==> src/rtl/vem_pkg.sv <==
package vem_pkg;
    parameter int ELEM_W   = 32;
    parameter int NUM_ELEM = 4;
    parameter int IDX_W    = $clog2(NUM_ELEM);
    parameter int VEC_W    = ELEM_W * NUM_ELEM;
    parameter int HALF_W   = VEC_W / 2;
    parameter int IMM_W    = 2 * IDX_W + NUM_ELEM;
    parameter int OP_W     = 2;

    typedef enum logic [OP_W-1:0] {
        OPC_INSERT = 2'd0,
        OPC_HI2LO  = 2'd1,
        OPC_LO2HI  = 2'd2,
        OPC_RSVD   = 2'd3
    } vem_op_e;

    typedef struct packed {
        logic             valid;
        logic [VEC_W-1:0] data;
    } vem_stage_t;
endpackage

==> src/rtl/vem_insert.sv <==
module vem_insert
    import vem_pkg::*;
(
    input  logic [VEC_W-1:0] dst,
    input  logic [VEC_W-1:0] src,
    input  logic [IMM_W-1:0] imm,
    output logic [VEC_W-1:0] res
);
    logic [IDX_W-1:0]    src_sel;
    logic [IDX_W-1:0]    tgt_sel;
    logic [NUM_ELEM-1:0] zap;
    logic [ELEM_W-1:0]   src_lane [NUM_ELEM];
    logic [ELEM_W-1:0]   picked;

    assign src_sel = imm[IMM_W-1 -: IDX_W];
    assign tgt_sel = imm[NUM_ELEM +: IDX_W];
    assign zap     = imm[NUM_ELEM-1:0];

    for (genvar e = 0; e < NUM_ELEM; e++) begin : g_split
        assign src_lane[e] = src[e*ELEM_W +: ELEM_W];
    end

    assign picked = src_lane[src_sel];

    // Insertion first, then the mask wins over it.
    for (genvar e = 0; e < NUM_ELEM; e++) begin : g_lane
        logic [ELEM_W-1:0] placed;
        assign placed = (tgt_sel == IDX_W'(e)) ? picked : dst[e*ELEM_W +: ELEM_W];
        assign res[e*ELEM_W +: ELEM_W] = zap[e] ? '0 : placed;
    end
endmodule

==> src/rtl/vem_halfmove.sv <==
module vem_halfmove
    import vem_pkg::*;
#(
    parameter bit MOVE_DOWN = 1'b1
) (
    input  logic [HALF_W-1:0] keep_half,
    input  logic [HALF_W-1:0] moved_half,
    output logic [VEC_W-1:0]  res
);
    if (MOVE_DOWN) begin : g_down
        // moved pair lands low, kept destination pair stays high
        assign res = {keep_half, moved_half};
    end else begin : g_up
        // kept destination pair stays low, moved pair lands high
        assign res = {moved_half, keep_half};
    end
endmodule

==> src/rtl/vec_elem_move.sv <==
module vec_elem_move
    import vem_pkg::*;
(
    input  logic             clk,
    input  logic             rst_n,
    input  logic             in_valid,
    output logic             in_ready,
    input  logic [OP_W-1:0]  in_op,
    input  logic [IMM_W-1:0] in_imm,
    input  logic [VEC_W-1:0] in_dst,
    input  logic [VEC_W-1:0] in_src,
    output logic             out_valid,
    input  logic             out_ready,
    output logic [VEC_W-1:0] out_data
);
    vem_stage_t       stage_d, stage_q;
    logic [VEC_W-1:0] ins_res, down_res, up_res, result;
    logic             take;
    vem_op_e          op;

    assign op = vem_op_e'(in_op);

    vem_insert u_insert (
        .dst (in_dst),
        .src (in_src),
        .imm (in_imm),
        .res (ins_res)
    );

    vem_halfmove #(.MOVE_DOWN(1'b1)) u_down (
        .keep_half  (in_dst[VEC_W-1:HALF_W]),
        .moved_half (in_src[VEC_W-1:HALF_W]),
        .res        (down_res)
    );

    vem_halfmove #(.MOVE_DOWN(1'b0)) u_up (
        .keep_half  (in_dst[HALF_W-1:0]),
        .moved_half (in_src[HALF_W-1:0]),
        .res        (up_res)
    );

    assign in_ready = !(stage_q.valid && !out_ready);
    assign take     = in_valid && in_ready;

    always_comb begin
        unique case (op)
            OPC_INSERT: result = ins_res;
            OPC_HI2LO:  result = down_res;
            OPC_LO2HI:  result = up_res;
            default:    result = in_dst;
        endcase

        stage_d = stage_q;
        if (take) begin
            stage_d.valid = 1'b1;
            stage_d.data  = result;
        end else if (out_ready) begin
            stage_d.valid = 1'b0;
        end
    end

    always_ff @(posedge clk) begin
        if (!rst_n) begin
            stage_q <= '0;
        end else begin
            stage_q <= stage_d;
        end
    end

    assign out_valid = stage_q.valid;
    assign out_data  = stage_q.data;
endmodule

==> config.mk <==
export PLATFORM = sky130hd
export DESIGN_NAME = vec_elem_move
export DESIGN_NICKNAME = d
export VERILOG_FILES = /design/src/rtl/vem_pkg.sv /design/src/rtl/vem_insert.sv /design/src/rtl/vem_halfmove.sv /design/src/rtl/vec_elem_move.sv
export SDC_FILE = /design/constraint.sdc
export NUM_CORES = 1
export LEC_CHECK = 0
export BUFFER_PORTS_ARGS = -buffer_cell sky130_fd_sc_hd__clkbuf_2
export CAP_MARGIN = 20
export CORE_AREA = 2 2 154 156
export CTS_CLUSTER_SIZE = 16
export DETAILED_ROUTE_END_ITERATION = 6
export DIE_AREA = 0 0 156 158
export PLACE_DENSITY_LB_ADDON = 0.05
export SYNTH_ARGS = -nofsm -noshare
export SYNTH_HDL_FRONTEND = slang
export SYNTH_SLANG_ARGS = --single-unit
==> constraint.sdc <==
create_clock -name clk -period 2.1 [get_ports clk]
set_clock_uncertainty 0.2 [all_clocks]
set_input_delay 0.105 -clock clk [delete_from_list [all_inputs] [get_ports clk]]
set_output_delay 0.105 -clock clk [all_outputs]
set_load 0.01 [all_outputs]
==> metrics.md, run 1 <==
| Metric | Value |
|---|---|
| Status | `finished, final reports clean` |
| Fmax | `492.9 MHz` |
| # IOs | `400` |
| Setup-failing EPs final | `0` |
| VDD IR max | `0.0004636 V` |
| Crit-path max FO | `23` |
| Combinational share of power | `28.0%` |
| Largest net degree at the start of global routing | `between 70 and 80` |
| Finished Layout Cells | `1,818` |
| Gate Count Post-Synth | `929` |
| Endpoints failing hold | `0` |
| Initial Util | `around a third` |
| Cts bufs inserted | `17` |
| Unrepaired setup endpoints after global routing | `no` |
| Least-Margin Pin Slew | `between 0.7 and 0.8 ns` |
| Clock Pin Slew Worst Setup and Hold Paths | `0.06 ns` |
| Fin crit share | `96.61%` |
| CTS root buf | `clkbuf_16` |
| Reg2Reg Depth | `6` |
| Row Count | `56` |
| Inst Count DP | `1,555` |
| Routed via count | `around 10k` |
| Cell Area, Synth | `7871 um2` |
| Worst skew pair latency | `approximately 0.42 ns` |
| PortBufs | `399` |
| # fillers | `2,087` |
| WP data required | `between 2 and 2.5 ns` |
| Asr flop ratio synth | `0%` |
| Synth warn | `0` |
| Area growth syn-to-layout | `70.02%` |
| Switch share | `30.57%` |
| EDFF count, synth | `0` |
| Die footprint | `24,650 um2` |
| Hold Crit Class | `in -> reg` |
| Core area | `23,050 um2` |
| Final #Nets | `1,785` |
| Min Tclk post-route | `2.029 ns` |
| Detailed placement HPWL | `26.34 mm` |
| Antenna Violating Nets Remaining | `0` |
| Slew Viols, Final | `0` |
| Gpl congestion | `about 0.81` |
| Setup TNS | `0 ns` |
| Seq/Total Area, Yosys | `32.81%` |
| DRC | `0` |
| CP Launch Type | `register` |
| GR Util All Layers | `between 30% and 40%` |
| Iter 0 DRT Violations | `851` |
| Vias in the first global route | `10.64k` |
| Die height | `about 160 um` |
| Wire length of the first global-routing pass | `58.99 mm` |
| Data arrival, critical path | `~2.1 ns` |
| Mean post-synth cell area | `8.473 um2` |
| H-tree lvl count | `4` |
| Clock share of power | `between 30% and 40%` |
| Flop pwr share | `33.8%` |
| Max-cap violations | `0` |
| Cell count of the worst hold path | `4` |
| Internal power | `0.005684 W` |
| Ys flop type | `dfxtp_1` |
| Clk buf depth | `2` |
| Clock sinks | `129` |
| Synth unique cells | `34` |
| Net Sw Power | `approximately 0.0025 W` |
| Rel. slew slack | `between 50% and 60%` |
| CTS tree | `built` |
| Synthesized Nets | `1,199` |
| DR pass1 iterations | `6` |
| Routed WL | `39.81 mm` |
| Setup CP Type | `reg -> reg` |
| Leakage | `5.524 nW` |
| Grt ovf | `0` |
| Die X | `around 160 um` |
| Seq cells post-synth | `around 130` |
| Initial antenna violation count | `2` |
| Routed vias/inst | `5.753` |
| Cell Pwr Density | `just over 600 nW/um2` |
| Critical path capture point type | `register` |
| Layout cells sized above 1 | `35.85%` |
| Drt wl/cell | `roughly 22 um` |
sequential cells by signal (all words and copies together), names as in the netlist:
register,count
out_data,128
out_valid,1
routing by layer:
layer / up-vias / global-route usage [%] / wire, um
met4: 0 / 12.89 / 1297
met2: 545 / 52.78 / 19290
met3: 82 / 6.351 / 2895
met5: - / 0 / 0
met1: 4990 / 38.01 / 16320
li1: 4842 / - / -
critical path: stages, from the launching register on:
cell and delay [ns]:
dfxtp_1 0.32, nand2b_2 0.16, buf_4 0.34, nand4b_1 0.14, o211ai_1 0.13, a41oi_1 0.07
dlygate4sd3_1 0.57
synth_stat cells, drive strengths merged, types with 3 or more instances:
| master | number | area share, % |
|---|---|---|
| a221oi | 104 | 12 |
| nand2 | 130 | 6.2 |
| o22a | 24 | 2.7 |
| mux4 | 32 | 9.2 |
| nand4b | 24 | 2.7 |
| dfxtp | 129 | 33 |
| o21ai | 105 | 6.7 |
| nor2 | 34 | 1.7 |
| o31ai | 3 | 0.35 |
| clkbuf | 83 | 4.0 |
| nor4b | 32 | 5.1 |
| buf | 29 | 2.0 |
| nand4 | 7 | 0.56 |
| inv | 3 | 0.14 |
| o211ai | 24 | 2.3 |
| a41oi | 24 | 2.7 |
| nor3 | 32 | 2.1 |
| a21oi | 97 | 6.2 |
power by group through the flow:
stage                     sequential (W)  combinational, W  clock [W]
final                            0.00277           0.00229    0.00313
after global routing             0.00279           0.00246    0.00327
after CTS                        0.00277           0.00225    0.00316
after detailed placement         0.00282           0.00190          0
after global placement           0.00282           0.00189          0
after floorplan                  0.00290          0.000866          0
final timing paths:
check                                                start                         end  slack [ns]
worst max-delay path                out_valid$_SDFFE_PN0P_  out_data[120]$_SDFFE_PN0P_        0.07
worst min-delay path                            in_src[13]   out_data[77]$_SDFFE_PN0P_        0.03
worst max register to register      out_valid$_SDFFE_PN0P_  out_data[120]$_SDFFE_PN0P_        0.07
worst min register to register  out_data[101]$_SDFFE_PN0P_  out_data[101]$_SDFFE_PN0P_        0.31
timing repair:
item	CTS	global route
endpoints found under the setup margin	0	7
gates resized for setup	0	1
endpoints found under the hold margin	128	0
setup buffers	0	3
hold buffers	227	0
cell families after synthesis:
logic type | Yosys count | synth area share [%]
and+or+nand+nor | 269 | 19.30
muxes | 32 | 9.156
DFF | 129 | 32.81
AOI/OAI and AO/OA | 384 | 32.68
buffers and inverters | 115 | 6.056
area by class of cell:
type                    count  area (um2)  share of cell area (%)
diodes                      2       5.005                 0.03740
clock buffers              19       452.9                   3.384
clock inverters            11       138.9                   1.038
inverters                   3       11.26                 0.08414
multi-input cells         685        4915                   36.72
flip-flops and latches    129        2582                   19.30
well taps                 290       362.8                   2.711
repair buffers            679        4915                   36.72
cells in the final DEF, fill, tap and decap left out, types with 2 or more instances in the layout:
master         instances
o21ai_0              105
clkbuf_8               2
nand4_1                7
nor2_1                33
a41oi_1               24
buf_4                 36
clkbuf_2             397
o22a_1                24
clkbuf_16             18
dfxtp_1              129
nor4b_1               13
clkinvlp_4             2
dlygate4sd3_1        227
o31ai_4                2
bufinv_16              3
clkinv_2               5
buf_12                18
diode_2                2
o211ai_1              24
nand2_1              128
nor4b_2               18
a21oi_1               97
nand4b_1              24
mux4_2                32
a221oi_1             104
nor3_1                31
inv_1                  3
per-stage QoR:
| stage | setup WS (ns) | cell area [um2] | hold WS [ns] | power (W) | utilization [%] |
|---|---|---|---|---|---|
| 6_report | 0.07109 | 13380 | 0.02624 | 0.008187 | 58.05 |
| 3_3_place_gp | 0.2287 | 10460 | 0.1795 | 0.004710 | 45.36 |
| 4_1_cts | 0.02071 | 13320 | 0.008512 | 0.008182 | 57.79 |
| 2_1_floorplan | 0.3862 | 7871 | 0.06014 | 0.003768 | - |
| 3_5_place_dp | 0.1713 | 10460 | 0.1873 | 0.004716 | 45.36 |
| 5_1_grt | 0.009184 | 13380 | 0.04403 | 0.008522 | 58.05 |
(Power assumes the default switching activity.)
==> inputs of run 2 (changes only) <==
- CORE_AREA: 2 2 154 156 -> not set
- CORE_ASPECT_RATIO: not set -> 0.5
- CORE_UTILIZATION: not set -> 52
- DIE_AREA: 0 0 156 158 -> not set
- SYNTH_HIERARCHICAL: not set -> 1
==> metrics.md, run 2 <==
| Metric | Value |
|---|---|
| Status | `complete, but fails checks` |
| Failing checks | `design-rule violations` |
| Met3 usage | `9.930% (+3.6 points)` |
| Largest register FFs | `128 (unchanged)` |
| Crit-path max FO | `4 (-83%)` |
| CP Cell Sequence | `dlygate4sd3_1 > clkbuf_2 > mux2i_1 > o22ai_1 > a21o_1 > mux4_2 > a22o_1` |
| Cell Area, Synth | `11,870 um2 (+51%)` |
| Critical path capture point type | `register` |
| Synth warn | `6 (+6)` |
| Internal power | `0.006054 W (+6.5%)` |
| Wire length of the first global-routing pass | `66.70 mm (+13%)` |
| Layout cells sized above 1 | `44.41% (+8.6 points)` |
| Cell taking the most area after synthesis | `mux4_2` |
| Combinational share of power | `32.9% (+4.9 points)` |
| Rel. slew slack | `63.67% (+12 points)` |
| EDFF count, synth | `0 (unchanged)` |
| Worst skew pair latency | `0.45 ns (+0.03 ns)` |
| Seq. cell area | `2582 um2 (unchanged)` |
| Placed cell area | `12,790 um2 (+22%)` |
| Setup CP Type | `in -> reg` |
| Seq/Total Area, Yosys | `21.76% (-11 points)` |
| Setup-failing EPs final | `0 (unchanged)` |
| Final design area excluding fillers | `15,960 um2 (+19%)` |
| Fin crit share | `99.75% (+3.1 points)` |
| Switch share | `30.09% (-0.48 points)` |
| Setup TNS | `0 ns (unchanged)` |
| Row Count | `38 (-32%)` |
| Area taken by multi-input logic gates | `6708 um2 (+36%)` |
| M1 GR Usage | `46.36% (+8.3 points)` |
| Die footprint | `23,470 um2 (-4.8%)` |
| Least-Margin Pin Slew | `0.5436 ns (-0.1782 ns)` |
| DRC | `3 (+3)` |
| Cts bufs inserted | `17 (unchanged)` |
| Ys flop type | `dfxtp_1` |
| # fillers | `1,539 (-26%)` |
| CTS tree | `built` |
| Initial Util | `53.92% (+20 points)` |
| Clk buf depth | `2 (unchanged)` |
| Top cells by count, synth | `buf_4 (256), dfxtp_1 (129), a22o_1 (128), mux4_2 (128)` |
| Crit-path leading delay family | `multiplexers` |
| Detailed placement HPWL | `28.52 mm (+8.3%)` |
| Iter 0 DRT Violations | `1,246 (+46%)` |
| Synthesized Nets | `1,389 (+16%)` |
| Min Tclk post-route | `2.095 ns (+0.06579 ns)` |
| Gate Count Post-Synth | `1,119 (+20%)` |
| Leakage | `7.515 nW (+36%)` |
| Most common cell after layout, fill and taps aside | `clkbuf_2` |
| Commonest cells after routing, fill and taps aside | `clkbuf_2 (396), dlygate4sd3_1 (258), dfxtp_1 (129)` |
| CTS root buf | `clkbuf_16` |
| Met2 Use GR | `61.28% (+8.5 points)` |
| Post-CTS setup buffer count | `0 (unchanged)` |
| Routed vias/inst | `6.205 (+7.9%)` |
| Fmax | `477.4 MHz (-3.1%)` |
| Asr flop ratio synth | `0% (unchanged)` |
| Die X | `215.7 um (+38%)` |
| Endpoints failing hold | `0 (unchanged)` |
| Seq cells post-synth | `129 (unchanged)` |
| Most used routing layer | `met2` |
| DR pass1 iterations | `7 (+1)` |
| Initial antenna violation count | `2 (unchanged)` |
| Area share of the largest cell type after synthesis | `24.29% (-8.5 points)` |
| Antenna Violating Nets Remaining | `0 (unchanged)` |
| Drt wl/cell | `23.79 um (+8.6%)` |
| # IOs | `400 (unchanged)` |
| Die height | `108.8 um (-31%)` |
| Data arrival, critical path | `2.22 ns (+0.09 ns)` |
| GR Util All Layers | `37.50% (+6.6 points)` |
| Clock sinks | `129 (unchanged)` |
| CP max stage delay | `0.54 ns (-0.03 ns)` |
| Buffers and inverters on the worst path | `2 (unchanged)` |
| Top cells by area, synth | `mux4_2 (24%), dfxtp_1 (22%), buf_4 (16%), a22o_1 (9.4%), mux2i_1 (5.3%)` |
| Critical-path top delay cell | `dlygate4sd3_1` |
| Cell Pwr Density | `542.8 nW/um2 (-11%)` |
| Mean post-synth cell area | `10.61 um2 (+25%)` |
| Clock Pin Slew Worst Setup and Hold Paths | `0.06 ns (about the same)` |
| H-tree lvl count | `4 (unchanged)` |
| Largest net degree at the start of global routing | `51 (-30%)` |
| Clock share of power | `35.3% (-2.9 points)` |
| WP data required | `2.23 ns (+0.03 ns)` |
| CP Launch Type | `input port` |
| VDD IR max | `0.0004503 V (-2.9%)` |
| Grt ovf | `0 (unchanged)` |
| Net Sw Power | `0.002606 W (+4.1%)` |
| Slew Viols, Final | `0 (unchanged)` |
| Max-cap violations | `0 (unchanged)` |
| Core area | `22,010 um2 (-4.5%)` |
| Area growth syn-to-layout | `34.43%` |
| Top-count cell post-synth | `buf_4` |
| Routed via count | `11.49k (+9.8%)` |
| Synth unique cells | `39 (+15%)` |
| Flop pwr share | `31.8% (-2.0 points)` |
| Gpl congestion | `0.9102 (+13%)` |
| Routed WL | `44.03 mm (+11%)` |
| Vias in the first global route | `11.87k (+12%)` |
| Hold Crit Class | `in -> reg` |
| PortBufs | `399 (unchanged)` |
| Final design utilization | `72.48% (+14 points)` |
| Final #Nets | `1,806 (+1.2%)` |
| Unrepaired setup endpoints after global routing | `no` |
## run 2: logic make-up (layout without fill, tap and decap cells)
| family | Yosys count | count (layout) | synth area share, % |
|---|---|---|---|
| DFF | 129 | 129 | 21.76 |
| buffers and inverters | 364 | 792 | 22.46 |
| and+or+nand+nor | 138 | 138 | 4.902 |
| AOI/OAI and AO/OA | 296 | 296 | 21.18 |
| other | 0 | 4 | 0 |
| muxes | 192 | 192 | 29.70 |
## run 2: what timing repair did
action                                  4_1_cts  5_1_grt
endpoints found under the hold margin       129        0
resized for setup                             0        1
endpoints found under the setup margin        0        1
hold buffers                                258        0
## run 2: metrics by stage
stage,hold slack [ns],power (W),setup slack (ns),cells
floorplan,0.04384,0.004492,-0.03416,1119
global route,0.03260,0.008951,0.01133,1848
detailed placement,0.1808,0.005160,-0.1300,1559
global placement,0.1765,0.005115,-0.06228,1559
CTS,0.01957,0.008562,0.1452,1847
finish,0.03222,0.008661,0.005296,1851
## run 2: power by group through the flow
stage	logic (W)	registers [W]	clock network, W
6_report	0.00285	0.00275	0.00306
5_1_grt	0.00301	0.00276	0.00318
4_1_cts	0.00277	0.00274	0.00305
3_5_place_dp	0.00237	0.00279	0
3_3_place_gp	0.00233	0.00279	0
2_1_floorplan	0.00163	0.00286	0
## run 2: area by class of cell
type	instances	share of cell area [%]
Inverter	3	0.07058
Multi-Input combinational cell	626	42.04
Timing Repair Buffer	759	35.70
Sequential cell	129	16.19
Tap cell	300	2.353
Clock inverter	6	0.5019
Clock buffer	24	3.082
Antenna cell	4	0.06274
## run 2: final timing paths
| check | startpoint | end | slack [ns] | cells after the start |
|---|---|---|---|---|
| worst min-delay path | in_valid | out_data[86]$_SDFFE_PN0P_ | 0.03 | 3 |
| worst min register to register | out_data[82]$_SDFFE_PN0P_ | out_data[82]$_SDFFE_PN0P_ | 0.28 | 1 |
| worst max register to register | out_valid$_SDFFE_PN0P_ | out_data[73]$_SDFFE_PN0P_ | 0.38 | 4 |
| worst max-delay path | in_src[73] | out_data[73]$_SDFFE_PN0P_ | 0.005 | 7 |
## run 2: routing by layer
metal	part of all wire [%]	wire length [um]	vias up
li1	-	-	4950
met1	38	16760	5536
met2	47	20840	845
met3	11	4747	152
met4	3.8	1669	2
met5	0.030	13	-
## run 2: worst min-delay path: cells and delay by family
family / cells / cell delay [ns]
buffers and inverters: 1 / 0.13
AOI/OAI and AO/OA: 2 / 0.39
